File: config.mk
export PLATFORM = sky130hd
export DESIGN_NAME = perf_counter_group
export DESIGN_NICKNAME = d
export VERILOG_FILES = /design/src/rtl/pcg_pkg.sv /design/src/rtl/pcg_bitmask.sv /design/src/rtl/pcg_ctr.sv /design/src/rtl/perf_counter_group.sv
export SDC_FILE = /design/constraint.sdc
export NUM_CORES = 1
export LEC_CHECK = 0
export BUFFER_PORTS_ARGS = -buffer_cell sky130_fd_sc_hd__buf_2
export CAP_MARGIN = 20
export CORE_MARGIN = 2
export CORE_UTILIZATION = 50
export DETAILED_ROUTE_END_ITERATION = 7
export GPL_TIMING_DRIVEN = 0
export PLACE_DENSITY_LB_ADDON = 0.1
export SKIP_LAST_GASP = 1
export SLEW_MARGIN = 20
export SYNTH_ARGS = -nofsm -noshare
export SYNTH_HDL_FRONTEND = slang
export SYNTH_SLANG_ARGS = --single-unit
File: constraint.sdc
create_clock -name clk -period 10 [get_ports clk]
set_clock_uncertainty 0.1 [all_clocks]
set_input_delay 0.5 -clock clk [delete_from_list [all_inputs] [get_ports clk]]
set_output_delay 0.5 -clock clk [all_outputs]
set_load 0.005 [all_outputs]
File: src/rtl/pcg_pkg.sv
package pcg_pkg;

  localparam logic [11:0] A_EVT_BASE  = 12'h400;
  localparam logic [11:0] A_SID_BASE  = 12'hA00;
  localparam logic [11:0] A_CNTEN_SET = 12'hC00;
  localparam logic [11:0] A_CNTEN_CLR = 12'hC20;
  localparam logic [11:0] A_INTEN_SET = 12'hC40;
  localparam logic [11:0] A_INTEN_CLR = 12'hC60;
  localparam logic [11:0] A_OVF_CLR   = 12'hC80;
  localparam logic [11:0] A_OVF_SET   = 12'hCC0;
  localparam logic [11:0] A_CONFIG    = 12'hE00;
  localparam logic [11:0] A_CONTROL   = 12'hE04;
  localparam logic [11:0] A_SUPPORT   = 12'hE20;
  localparam logic [11:0] A_IRQCTL    = 12'hE50;

  localparam int SPAN_BIT = 29;

  // Filter decision: exact compare, or pattern compare where the trailing
  // ones of the pattern plus the zero above them mark ignored bits.
  function automatic logic sid_hit(input logic [31:0] pat, input logic [31:0] sid,
                                   input logic span, input logic [31:0] wmask);
    logic [31:0] ign;
    ign = span ? ((pat ^ (pat + 32'd1)) & wmask) : 32'd0;
    return (((pat ^ sid) & wmask & ~ign) == 32'd0);
  endfunction

  function automatic logic [31:0] cfg_word(input int n, input int w, input logic g);
    logic [31:0] c;
    c = 32'd0;
    c[5:0]  = 6'(n - 1);
    c[13:8] = 6'(w - 1);
    c[23]   = g;
    return c;
  endfunction

  function automatic logic [31:0] evt_word(input logic [15:0] code, input logic span);
    logic [31:0] r;
    r = {16'd0, code};
    r[SPAN_BIT] = span;
    return r;
  endfunction

endpackage

File: src/rtl/pcg_bitmask.sv
module pcg_bitmask #(
  parameter int N = 4
) (
  input  logic         clk,
  input  logic         rst_n,
  input  logic         set_we,
  input  logic         clr_we,
  input  logic [N-1:0] wbits,
  input  logic [N-1:0] hw_set,
  output logic [N-1:0] q
);

  logic [N-1:0] sw_set;
  logic [N-1:0] sw_clr;

  assign sw_set = set_we ? wbits : '0;
  assign sw_clr = clr_we ? wbits : '0;

  // Hardware set wins over a same-cycle clear.
  always_ff @(posedge clk) begin
    if (!rst_n) q <= '0;
    else        q <= (q & ~sw_clr) | sw_set | hw_set;
  end

  p_set_sticks_r2: assert property (@(posedge clk) disable iff (!rst_n)
    set_we |=> ((q & $past(wbits)) == $past(wbits)));

  p_clear_takes_r5: assert property (@(posedge clk) disable iff (!rst_n)
    clr_we |=> ((q & $past(wbits) & ~$past(hw_set)) == '0));

  p_hw_set_wins_r5: assert property (@(posedge clk) disable iff (!rst_n)
    (hw_set != '0) |=> ((q & $past(hw_set)) == $past(hw_set)));

endmodule

File: src/rtl/pcg_ctr.sv
module pcg_ctr #(
  parameter int W = 32
) (
  input  logic         clk,
  input  logic         rst_n,
  input  logic         inc,
  input  logic         wr_lo,
  input  logic         wr_hi,
  input  logic [31:0]  wdata,
  output logic [W-1:0] value,
  output logic         wrap
);

  localparam logic [W-1:0] ALL_ONES = '1;

  logic wr_any;
  assign wr_any = wr_lo | wr_hi;
  assign wrap   = inc && !wr_any && (value == ALL_ONES);

  generate
    if (W > 32) begin : g_wide
      always_ff @(posedge clk) begin
        if (!rst_n)     value <= '0;
        else if (wr_lo) value[31:0] <= wdata;
        else if (wr_hi) value[W-1:32] <= wdata[W-33:0];
        else if (inc)   value <= value + 1'b1;
      end
    end else begin : g_narrow
      always_ff @(posedge clk) begin
        if (!rst_n)      value <= '0;
        else if (wr_any) value <= wdata[W-1:0];
        else if (inc)    value <= value + 1'b1;
      end
    end
  endgenerate

  p_hold_r3: assert property (@(posedge clk) disable iff (!rst_n)
    (!inc && !wr_any) |=> $stable(value));

  p_step_r3: assert property (@(posedge clk) disable iff (!rst_n)
    (inc && !wr_any) |=> (value == $past(value) + 1'b1));

  p_wrap_zero_r4: assert property (@(posedge clk) disable iff (!rst_n)
    wrap |=> (value == '0));

endmodule

File: src/rtl/perf_counter_group.sv
module perf_counter_group
  import pcg_pkg::*;
#(
  parameter int           NUM_CTR       = 4,
  parameter int           CTR_W         = 32,
  parameter int           SID_W         = 16,
  parameter int           NUM_EVT       = 8,
  parameter bit           GLOBAL_FILTER = 1'b0,
  parameter logic [127:0] EVT_SUPPORT   = 128'hFF
) (
  input  logic               clk,
  input  logic               rst_n,
  input  logic               reg_wr,
  input  logic [11:0]        reg_addr,
  input  logic [31:0]        reg_wdata,
  output logic [31:0]        reg_rdata,
  input  logic [NUM_EVT-1:0] evt_pulse,
  input  logic [SID_W-1:0]   evt_sid,
  output logic               irq
);

  localparam int          CSH      = (CTR_W > 32) ? 3 : 2;
  localparam int          CIW      = 10 - CSH;
  localparam int          EVT_IW   = (NUM_EVT > 1) ? $clog2(NUM_EVT) : 1;
  localparam logic [31:0] SID_MASK = (SID_W >= 32) ? 32'hFFFF_FFFF : ((32'd1 << SID_W) - 32'd1);
  localparam logic [31:0] CFG      = cfg_word(NUM_CTR, CTR_W, GLOBAL_FILTER);

  // ---------------- address decode ----------------
  logic           word_ok, in_ctr, in_evt, in_sid, hi_sel;
  logic [CIW-1:0] ctr_idx;
  logic [5:0]     tbl_idx;
  logic           wr_ok;

  assign word_ok = (reg_addr[1:0] == 2'b00);
  assign wr_ok   = reg_wr && word_ok;
  assign in_ctr  = (reg_addr[11:10] == 2'b00);
  assign in_evt  = (reg_addr[11:8] == A_EVT_BASE[11:8]);
  assign in_sid  = (reg_addr[11:8] == A_SID_BASE[11:8]);
  assign ctr_idx = reg_addr[9:CSH];
  assign tbl_idx = reg_addr[7:2];
  assign hi_sel  = (CTR_W > 32) ? reg_addr[2] : 1'b0;

  function automatic logic at_pair(input logic [11:0] a, input logic [11:0] base);
    return (a[11:3] == base[11:3]);
  endfunction

  function automatic logic [NUM_CTR-1:0] lane_bits(input logic [31:0] d, input logic hi);
    logic [NUM_CTR-1:0] r;
    for (int i = 0; i < NUM_CTR; i++)
      r[i] = (i < 32) ? (!hi && d[i % 32]) : (hi && d[i % 32]);
    return r;
  endfunction

  function automatic logic [31:0] mask_word(input logic [NUM_CTR-1:0] q, input logic hi);
    logic [31:0] r;
    for (int i = 0; i < 32; i++) begin
      int k;
      k = hi ? i + 32 : i;
      r[i] = (k < NUM_CTR) ? q[k % NUM_CTR] : 1'b0;
    end
    return r;
  endfunction

  // ---------------- global control ----------------
  logic ctl_en, irq_en;

  always_ff @(posedge clk) begin
    if (!rst_n) begin
      ctl_en <= 1'b0;
      irq_en <= 1'b0;
    end else begin
      if (wr_ok && reg_addr == A_CONTROL) ctl_en <= reg_wdata[0];
      if (wr_ok && reg_addr == A_IRQCTL)  irq_en <= reg_wdata[0];
    end
  end

  // ---------------- set/clear registers ----------------
  logic [NUM_CTR-1:0] wbits;
  logic [NUM_CTR-1:0] cnten_q, inten_q, ovf_q;
  logic [NUM_CTR-1:0] wrap_vec;
  logic [NUM_CTR-1:0] inc_vec;

  assign wbits = lane_bits(reg_wdata, reg_addr[2]);

  pcg_bitmask #(.N(NUM_CTR)) u_cnten (
    .clk(clk), .rst_n(rst_n),
    .set_we(wr_ok && at_pair(reg_addr, A_CNTEN_SET)),
    .clr_we(wr_ok && at_pair(reg_addr, A_CNTEN_CLR)),
    .wbits(wbits), .hw_set('0), .q(cnten_q));

  pcg_bitmask #(.N(NUM_CTR)) u_inten (
    .clk(clk), .rst_n(rst_n),
    .set_we(wr_ok && at_pair(reg_addr, A_INTEN_SET)),
    .clr_we(wr_ok && at_pair(reg_addr, A_INTEN_CLR)),
    .wbits(wbits), .hw_set('0), .q(inten_q));

  pcg_bitmask #(.N(NUM_CTR)) u_ovf (
    .clk(clk), .rst_n(rst_n),
    .set_we(wr_ok && at_pair(reg_addr, A_OVF_SET)),
    .clr_we(wr_ok && at_pair(reg_addr, A_OVF_CLR)),
    .wbits(wbits), .hw_set(wrap_vec), .q(ovf_q));

  // ---------------- per-counter slices ----------------
  logic [15:0]      evt_code [NUM_CTR];
  logic             evt_span [NUM_CTR];
  logic [SID_W-1:0] sid_pat  [NUM_CTR];
  logic [CTR_W-1:0] ctr_val  [NUM_CTR];

  generate
    for (genvar i = 0; i < NUM_CTR; i++) begin : g_ctr
      logic ev_we, sid_we, wr_lo, wr_hi;
      logic use_span;
      logic [SID_W-1:0] use_pat;
      logic sel_pulse, pass;

      assign ev_we  = wr_ok && in_evt && (tbl_idx == 6'(i));
      assign sid_we = wr_ok && in_sid && (tbl_idx == 6'(i));
      assign wr_lo  = wr_ok && in_ctr && (ctr_idx == CIW'(i)) && !hi_sel;
      assign wr_hi  = wr_ok && in_ctr && (ctr_idx == CIW'(i)) && hi_sel;

      always_ff @(posedge clk) begin
        if (!rst_n) begin
          evt_code[i] <= 16'd0;
          evt_span[i] <= 1'b1;
          sid_pat[i]  <= '1;
        end else begin
          if (ev_we) begin
            evt_code[i] <= reg_wdata[15:0];
            evt_span[i] <= reg_wdata[SPAN_BIT];
          end
          if (sid_we) sid_pat[i] <= reg_wdata[SID_W-1:0];
        end
      end

      if (GLOBAL_FILTER) begin : g_shared
        assign use_span = evt_span[0];
        assign use_pat  = sid_pat[0];
      end else begin : g_own
        assign use_span = evt_span[i];
        assign use_pat  = sid_pat[i];
      end

      assign sel_pulse = (evt_code[i] < 16'(NUM_EVT)) && evt_pulse[evt_code[i][EVT_IW-1:0]];
      assign pass      = sid_hit(32'(use_pat), 32'(evt_sid), use_span, SID_MASK);
      assign inc_vec[i] = ctl_en && cnten_q[i] && sel_pulse && pass;

      pcg_ctr #(.W(CTR_W)) u_ctr (
        .clk(clk), .rst_n(rst_n), .inc(inc_vec[i]),
        .wr_lo(wr_lo), .wr_hi(wr_hi), .wdata(reg_wdata),
        .value(ctr_val[i]), .wrap(wrap_vec[i]));
    end
  endgenerate

  // ---------------- read mux ----------------
  always_comb begin
    logic [63:0] wide;
    wide      = 64'd0;
    reg_rdata = 32'd0;
    if (word_ok) begin
      if (in_ctr) begin
        for (int i = 0; i < NUM_CTR; i++)
          if (ctr_idx == CIW'(i)) wide = 64'(ctr_val[i]);
        reg_rdata = hi_sel ? wide[63:32] : wide[31:0];
      end else if (in_evt) begin
        for (int i = 0; i < NUM_CTR; i++)
          if (tbl_idx == 6'(i)) reg_rdata = evt_word(evt_code[i], evt_span[i]);
      end else if (in_sid) begin
        for (int i = 0; i < NUM_CTR; i++)
          if (tbl_idx == 6'(i)) reg_rdata = 32'(sid_pat[i]);
      end else if (at_pair(reg_addr, A_CNTEN_SET) || at_pair(reg_addr, A_CNTEN_CLR)) begin
        reg_rdata = mask_word(cnten_q, reg_addr[2]);
      end else if (at_pair(reg_addr, A_INTEN_SET) || at_pair(reg_addr, A_INTEN_CLR)) begin
        reg_rdata = mask_word(inten_q, reg_addr[2]);
      end else if (at_pair(reg_addr, A_OVF_SET) || at_pair(reg_addr, A_OVF_CLR)) begin
        reg_rdata = mask_word(ovf_q, reg_addr[2]);
      end else if (reg_addr[11:4] == A_SUPPORT[11:4]) begin
        reg_rdata = EVT_SUPPORT[{reg_addr[3:2], 5'b00000} +: 32];
      end else if (reg_addr == A_CONFIG) begin
        reg_rdata = CFG;
      end else if (reg_addr == A_CONTROL) begin
        reg_rdata = {31'd0, ctl_en};
      end else if (reg_addr == A_IRQCTL) begin
        reg_rdata = {31'd0, irq_en};
      end
    end
  end

  assign irq = irq_en && ((ovf_q & inten_q) != '0);

  // ---------------- assertions ----------------
  p_wrap_flags_r4: assert property (@(posedge clk) disable iff (!rst_n)
    (wrap_vec != '0) |=> ((ovf_q & $past(wrap_vec)) == $past(wrap_vec)));

  p_irq_needs_flag_r6: assert property (@(posedge clk) disable iff (!rst_n)
    irq |-> (ovf_q != '0));

  p_irq_gate_off_r6: assert property (@(posedge clk) disable iff (!rst_n)
    (wr_ok && reg_addr == A_IRQCTL && !reg_wdata[0]) |=> !irq);

  p_halt_r3: assert property (@(posedge clk) disable iff (!rst_n)
    (wr_ok && reg_addr == A_CONTROL && !reg_wdata[0]) |=> (inc_vec == '0));

endmodule

==> flow_metrics.py, run 1 <==
metrics = {
    "floorplanning": {
        "ios": 104,
        "core_area_um2": 32780,
        "design.die.area_um2": 34940,
        "die_x_um": 186.9,
        "initial_core_util_pct": 51.04,
        "die-height_um": 186.9,
        "rows": 66,
    },
    "logic_synthesis": {
        "synth_cell_types": 78,
        "postSynthCellCount": 1893,
        "synth_area_um2": 16730,
        "synth_largest_area_cell": "edfxtp_1",
        "netlist.area_leader.share_pct": 23.69,
        "yosysWarnings": 0,
        "avgSynthCellArea_um2": 8.839,
        "yosysMostFrequentCell": "o21ai_0",
        "synth_edf_count": 132,
        "netlist_top_cells_count": "182 x o21ai_0, 169 x nand2_1, 151 x a21oi_1",
        "seq_area_frac_synth_pct": 40.68,
        "synth-async-reset-ratio_pct": 0,
        "synthFlopType": "dfxtp_1",
        "synthTopCellsByArea": "edfxtp_1 24%, dfxtp_1 17%, o21ai_0 5.4%",
        "synth_nets": 1972,
        "yosys_register_bits": 274,
    },
    "pwr": {
        "combPwrFrac_pct": 10.2,
        "p_leak_nw": 5.935,
        "sequentialPowerShare_pct": 47.8,
        "power.internal_mw": 1.904,
        "swShare_pct": 27.14,
        "peakVddDrop_mv": 0.1423,
        "clkPwrFrac_pct": 42.1,
        "switchingPower_uw": 709.3,
        "p_per_area_nw_per_um2": 138.4,
    },
    "layout": {
        "final-seq-area_um2": 6807,
        "final_nets": 2111,
        "area_delta_synth_final_pct": 12.88,
        "fillers": 3076,
        "drive_gt1_share_pct": 11.19,
        "diodes": 0,
        "multi_input_comb_area_um2": 9281,
    },
    "worst_hold_path": {
        "hold_depth": 2,
        "hold_start": "reg_wdata[8]",
        "holdCritPathClass": "input port to flop",
        "hold_end": "sid_pat[3][8]",
    },
    "critical_path": {
        "crit_path_start_kind": "input port",
        "timing.rr.start": "u_cnten.q[2]",
        "r2r_cells": 9,
        "cp_data_arrival_time_ns": 4.14,
        "end_kind": "output pin",
        "critical_path_class": "input port to output pin",
        "crit_path_frequent_cell": "clkbuf_1",
        "slowest_delay_ns": 0.60,
        "rr_endpoint": "u_ovf.q[2]",
        "crit_fanout": 10,
        "crit_path_start": "reg_addr[6]",
        "r2r_slack_ns": 5.36,
        "path_cells": "clkbuf_1 > nor4_1 > clkbuf_1 > nand3_1 > nor2_1 > clkbuf_1 > buf_1 > a21oi_1 > nand3_1 > nand2_1 > a21oi_1 > buf_2",
        "cp.required_ns": 9.40,
        "worst_path_max_delay_cell": "nor2_1",
    },
    "cts": {
        "clockBufferDepth": 3,
        "clock-sinks": 274,
        "cts_resized": 0,
        "h-tree-depth": 1,
        "cts_made_buffers": 31,
        "cts_tree": "yes",
        "cts_hold_buf": 0,
        "post_cts_buffers": 0,
        "ctsRootBufferMaster": "clkbuf_16",
        "clk_pin_slew_ns": 0.06,
        "clkLatencyLatePin_ns": 0.59,
    },
    "grt": {
        "grt_use_total_pct": 40.35,
        "grt_first_pass_wirelength_um": 103700,
        "antenna_found_initial": 5,
        "grt_max_degree": 17,
        "grt_pass1_vias": 15151,
        "grt-ovfl-total": 0,
    },
    "placement": {
        "pre_cts_ws_ns": 5.462,
        "gp_congestion": 1.024,
        "io_buffers": 97,
        "dp.final_hpwl_um": 54920,
    },
    "drt": {
        "postRouteAntennaNets": 0,
        "drc": 16,
        "drt_iter0_drc": 2424,
        "finalWirelength_um": 72160,
        "num_vias": 16899,
        "drt-pass1-iter-count": 8,
        "wl_per_cell_um": 28.89,
        "vias_per_cell": 6.765,
    },
    "outcome": {
        "outcome": "finished, violations left",
        "violations": "design-rule violations",
    },
    "sta": {
        "slew_headroom_pct": 14.75,
        "clock.fmax_mhz": 210.8,
        "finalSetupViolCount": 0,
        "tns_ns": 0,
        "timing.final.ws_setup_ns": 5.256,
        "tightest_slew_ns": 1.279,
        "rsz0062_at_grt": "no",
        "period_needed_ns": 4.744,
        "hold_viol": 0,
        "slew_viol_final": 0,
        "finalCritPeriodShare_pct": 47.44,
    },
    "run": {
        "max-cap-violations": 0,
    },
}
==> power groups by stage <==
stage	sequential [mW]	combinational (mW)	clock, mW
floorplan	1.25	0.137	0
global placement	1.27	0.242	0
detailed placement	1.27	0.251	0
CTS	1.25	0.252	1.10
global route	1.25	0.276	1.14
finish	1.25	0.266	1.10
==> placed cells by master, fill, tap and decap left out, types with 42 or more instances in the layout <==
cell      synthesis  layout
nor3_1           46      45
and2_1           75      75
nand2_1         169     169
nor2_1          101     101
mux2i_1          42      42
o21ai_0         182     174
nand3_1          70      70
buf_2             3     101
or3_1           105     105
clkbuf_1        122     126
dfxtp_1         142     142
xnor2_1          93      93
a21oi_1         151     151
xor2_1           43      43
edfxtp_1        132     132
==> worst max path at each step <==
stage | cells after the start | slack [ns] | to
3_3_place_gp | 7 | 4.58 | evt_code[0][3]
5_1_grt | 12 | 5.07 | reg_rdata[0]
4_1_cts | 8 | 5.46 | reg_rdata[12]
2_1_floorplan | 6 | 6.36 | evt_code[0][0]
6_report | 12 | 5.26 | reg_rdata[0]
3_5_place_dp | 8 | 5.46 | reg_rdata[12]
==> stage by stage <==
stage               power, mW  cell area (µm²)  utilization (%)  cells  hold slack, ns
global route            2.670            18890            57.61   2498          0.1024
floorplan               1.388            16730                -   1893          0.3454
detailed placement      1.520            17930            54.69   2441          0.3778
CTS                     2.596            18880            57.59   2498         0.09208
finish                  2.614            18890            57.61   2498          0.1002
global placement        1.513            17770            54.21   2432          0.3679
==> state kept, by name, summed over array words and instances, names as in the netlist <==
| register | flops |
|---|---|
| g_ctr.u_ctr.value | 128 |
| evt_code | 64 |
| sid_pat | 64 |
| evt_span | 4 |
| u_cnten.q | 4 |
| u_inten.q | 4 |
| u_ovf.q | 4 |
| ctl_en | 1 |
| irq_en | 1 |
==> cells by family after synthesis <==
| kind of cell | share of synthesized area [%] |
|---|---|
| xor gates and xnor gates | 7.119 |
| and+or+nand+nor | 23.50 |
| buffers and inverters | 4.173 |
| AOI/OAI and AO/OA | 18.05 |
| muxes | 5.877 |
| DFF | 40.68 |
| adders and majority gates | 0.5982 |
==> worst max-delay path: cells and delay by family <==
family / cells / cell delay (ns)
buf+inv: 5 / 1.67
simple gates: 5 / 1.54
compound gates: 2 / 0.42
==> per-layer routing <==
metal | up-vias | part of all wire [%] | track usage (%)
met4 | 2 | 3.6 | 12.79
met5 | - | 0.018 | 0
met3 | 148 | 16 | 14.00
met1 | 8258 | 41 | 59.48
li1 | 7367 | - | -
met2 | 1124 | 40 | 54.82
==> cell type report <==
type	count	share of cell area (%)
Timing Repair Buffer	106	3.153
Clock inverter	18	0.6161
Buffer	136	3.067
Multi-Input combinational cell	1451	49.14
Clock buffer	39	4.425
Inverter	32	0.6359
Sequential cell	274	36.04
Tap cell	442	2.928
No activity file was read; power rests on OpenSTA's default activity.
==> inputs of run 2 (changes only) <==
Settings changed: ABC_AREA set to 1.
Clock period 10 ns to 4.95 ns, I/O delays scaled along.
==> run 2 against run 1 <==
The flow now finishes without violations. Total power increased by 110%. Design area up 18%. Clock power is 120% higher. Area after synthesis rose by 19%. Core utilization fell by 1.2 points. Largest cell class unchanged. Largest power group unchanged.
==> flow_metrics.py, run 2 <==
metrics = {
    "cts": {
        "clk_pin_slew_ns": 0.06,
        "h-tree-depth": 2,
        "clock-sinks": 274,
        "clockBufferDepth": 3,
        "clkLatencyLatePin_ns": 0.57,
        "cts_made_buffers": 34,
        "cts_tree": "yes",
        "ctsRootBufferMaster": "clkbuf_16",
        "cts_resized": 0,
    },
    "critical_path": {
        "path_delay_family": "compound AO/OA/AOI/OAI gates",
        "path_buf_inv": 4,
        "path_cells": "buf_2 > nor2_2 > nand3_1 > inv_2 > clkbuf_1 > nand2_1 > nand3_1 > o21ai_0 > a21oi_1 > o21ai_0 > a21oi_1 > buf_2",
        "crit_path_start_kind": "input port",
        "slowest_delay_ns": 0.47,
        "worst_path_max_delay_cell": "clkbuf_1",
        "critical_path_class": "input port to output pin",
        "cp.required_ns": 4.60,
        "crit_fanout": 10,
        "cp_data_arrival_time_ns": 3.26,
        "end_kind": "output pin",
    },
    "layout": {
        "final_nets": 3317,
        "fillers": 3988,
        "regMostFlops": "g_ctr.u_ctr.value",
        "area_delta_synth_final_pct": 11.67,
        "largest_reg_flops": 128,
        "final_area_um2": 22300,
        "reg_top3": "g_ctr.u_ctr.value: 128 flops, evt_code: 64 flops, sid_pat: 64 flops",
        "final_common_cell": "nand2_1",
        "final_cell_mix": "927 x nand2_1, 353 x nor2_1, 272 x nand3_1",
        "drive_gt1_share_pct": 7.904,
    },
    "placement": {
        "dp.final_hpwl_um": 67370,
        "gp_congestion": 1.048,
        "place_area_um2": 21130,
        "io_buffers": 101,
    },
    "logic_synthesis": {
        "synthFlopType": "dfxtp_1",
        "synth_edf_count": 132,
        "synth_largest_area_cell": "edfxtp_1",
        "netlist_top_cells_count": "927 x nand2_1, 353 x nor2_1, 272 x nand3_1",
        "synth_cell_types": 48,
        "seq_area_frac_synth_pct": 34.09,
        "yosysWarnings": 0,
        "synth-async-reset-ratio_pct": 0,
        "yosysMostFrequentCell": "nand2_1",
        "synth_area_um2": 19970,
        "avgSynthCellArea_um2": 6.458,
        "synthTopCellsByArea": "edfxtp_1 20%, nand2_1 17%, dfxtp_1 14%",
        "postSynthCellCount": 3092,
        "synth_nets": 3171,
        "netlist.area_leader.share_pct": 19.85,
        "yosys_register_bits": 274,
    },
    "drt": {
        "finalWirelength_um": 87080,
        "postRouteAntennaNets": 0,
        "drt_iter0_drc": 3132,
        "num_vias": 22580,
        "vias_per_cell": 5.956,
        "drc": 0,
        "wl_per_cell_um": 22.97,
        "drt-pass1-iter-count": 6,
    },
    "pwr": {
        "p_leak_nw": 8.167,
        "p_per_area_nw_per_um2": 243.8,
        "peakVddDrop_mv": 0.3216,
        "finalPower_mw": 5.436,
    },
    "sta": {
        "period_needed_ns": 3.604,
        "finalCritPeriodShare_pct": 72.81,
        "hold_viol": 0,
        "clock.fmax_mhz": 277.5,
        "tns_ns": 0,
        "slew_headroom_pct": 15.42,
        "finalSetupViolCount": 0,
        "rsz0062_at_grt": "no",
        "tightest_slew_ns": 1.257,
        "whs_ns": 0.02290,
        "slew_viol_final": 0,
    },
    "grt": {
        "grt-ovfl-total": 0,
        "grt_max_degree": 18,
        "grt_pass1_vias": 20447,
        "grt_use_total_pct": 41.46,
        "grt_first_pass_wirelength_um": 127400,
        "antenna_found_initial": 1,
    },
    "floorplanning": {
        "ios": 104,
        "core_area_um2": 39550,
        "rows": 73,
        "die_x_um": 203.8,
        "design.die.area_um2": 41550,
        "die-height_um": 203.8,
        "initial_core_util_pct": 50.49,
    },
    "worst_hold_path": {
        "holdCritPathClass": "input port to flop",
    },
    "outcome": {
        "outcome": "finished clean",
    },
    "run": {
        "max-cap-violations": 0,
    },
}
-- run 2: changes by cell type after synthesis, moves of 42 or more --
cell	delta
xor2_1	+83
nand3_1	+202
inv_1	+213
nand2_1	+758
nor2_1	+252
a21oi_1	+86
or3_1	-105
and2_1	-74
xnor2_1	-72
mux2i_1	-42
-- run 2: metrics by stage --
step / setup slack [ns] / instances / util, %
2_1_floorplan: 2.895 / 3092 / -
3_3_place_gp: 1.599 / 3718 / 53.42
3_5_place_dp: 1.554 / 3718 / 53.43
4_1_cts: 1.564 / 3789 / 56.36
5_1_grt: 1.257 / 3789 / 56.36
6_report: 1.346 / 3791 / 56.38
-- run 2: timing repair --
item,4_1_cts,5_1_grt
endpoints found under the hold margin,10,0
setup buffers,0,0
hold buffers,9,0
-- run 2: cell type report --
cell class	count	area [µm²]	area share, %
Antenna cell	2	5.005	0.02245
Sequential cell	274	6807	30.53
Timing Repair Buffer	110	595.6	2.671
Tap cell	525	656.9	2.946
Buffer	141	689.4	3.092
Multi-Input combinational cell	2408	11450	51.37
Clock inverter	22	167.7	0.7520
Clock buffer	40	903.4	4.052
Inverter	269	1017	4.562
-- run 2: routing by layer --
metal	global-route usage [%]	wire length, µm	share of wire, %	up-vias
met5	0	0	0	-
met3	6.362	7615	8.7	322
li1	-	-	-	10529
met2	64.55	38410	44	1352
met4	30.63	7433	8.5	0
met1	52.24	33630	39	10377
-- run 2: logic make-up after synthesis --
group,synth area share [%]
AO/OA/AOI/OAI,14.10
XOR/XNOR,6.448
flip-flops,34.09
adder cells (fa/ha/maj),0.5013
AND/OR/NAND/NOR,36.32
buffers and inverters,8.541
-- run 2: power breakdown --
group	leakage (nW)	switching, mW	total (mW)	internal [mW]
clock	0.525	1.10	2.47	1.37
combinational	5.21	0.347	0.469	0.121
sequential	2.44	0.0661	2.50	2.43
total	8.17	1.51	5.44	3.92
-- run 2: worst paths after layout --
check                           from                  endpoint  slack, ns  depth (start not counted)
min                    reg_wdata[25]  g_ctr[0].u_ctr.value[25]       0.02                          5
max                      reg_addr[6]              reg_rdata[5]       1.35                         12
min reg2reg             u_inten.q[2]              u_inten.q[2]       0.40                          2
max reg2reg  g_ctr[1].u_ctr.value[0]                u_ovf.q[1]       1.67                          9
-- run 2: worst reg2reg max path, cell delays in order (launching register included) --
cell	delay [ns]
dfxtp_1	0.40
ha_1	0.21
nand2_1	0.09
nor2_1	0.26
nand2_1	0.20
inv_1	0.12
nand3_1	0.15
nor4_1	0.94
nand4_1	0.51
a21oi_1	0.23
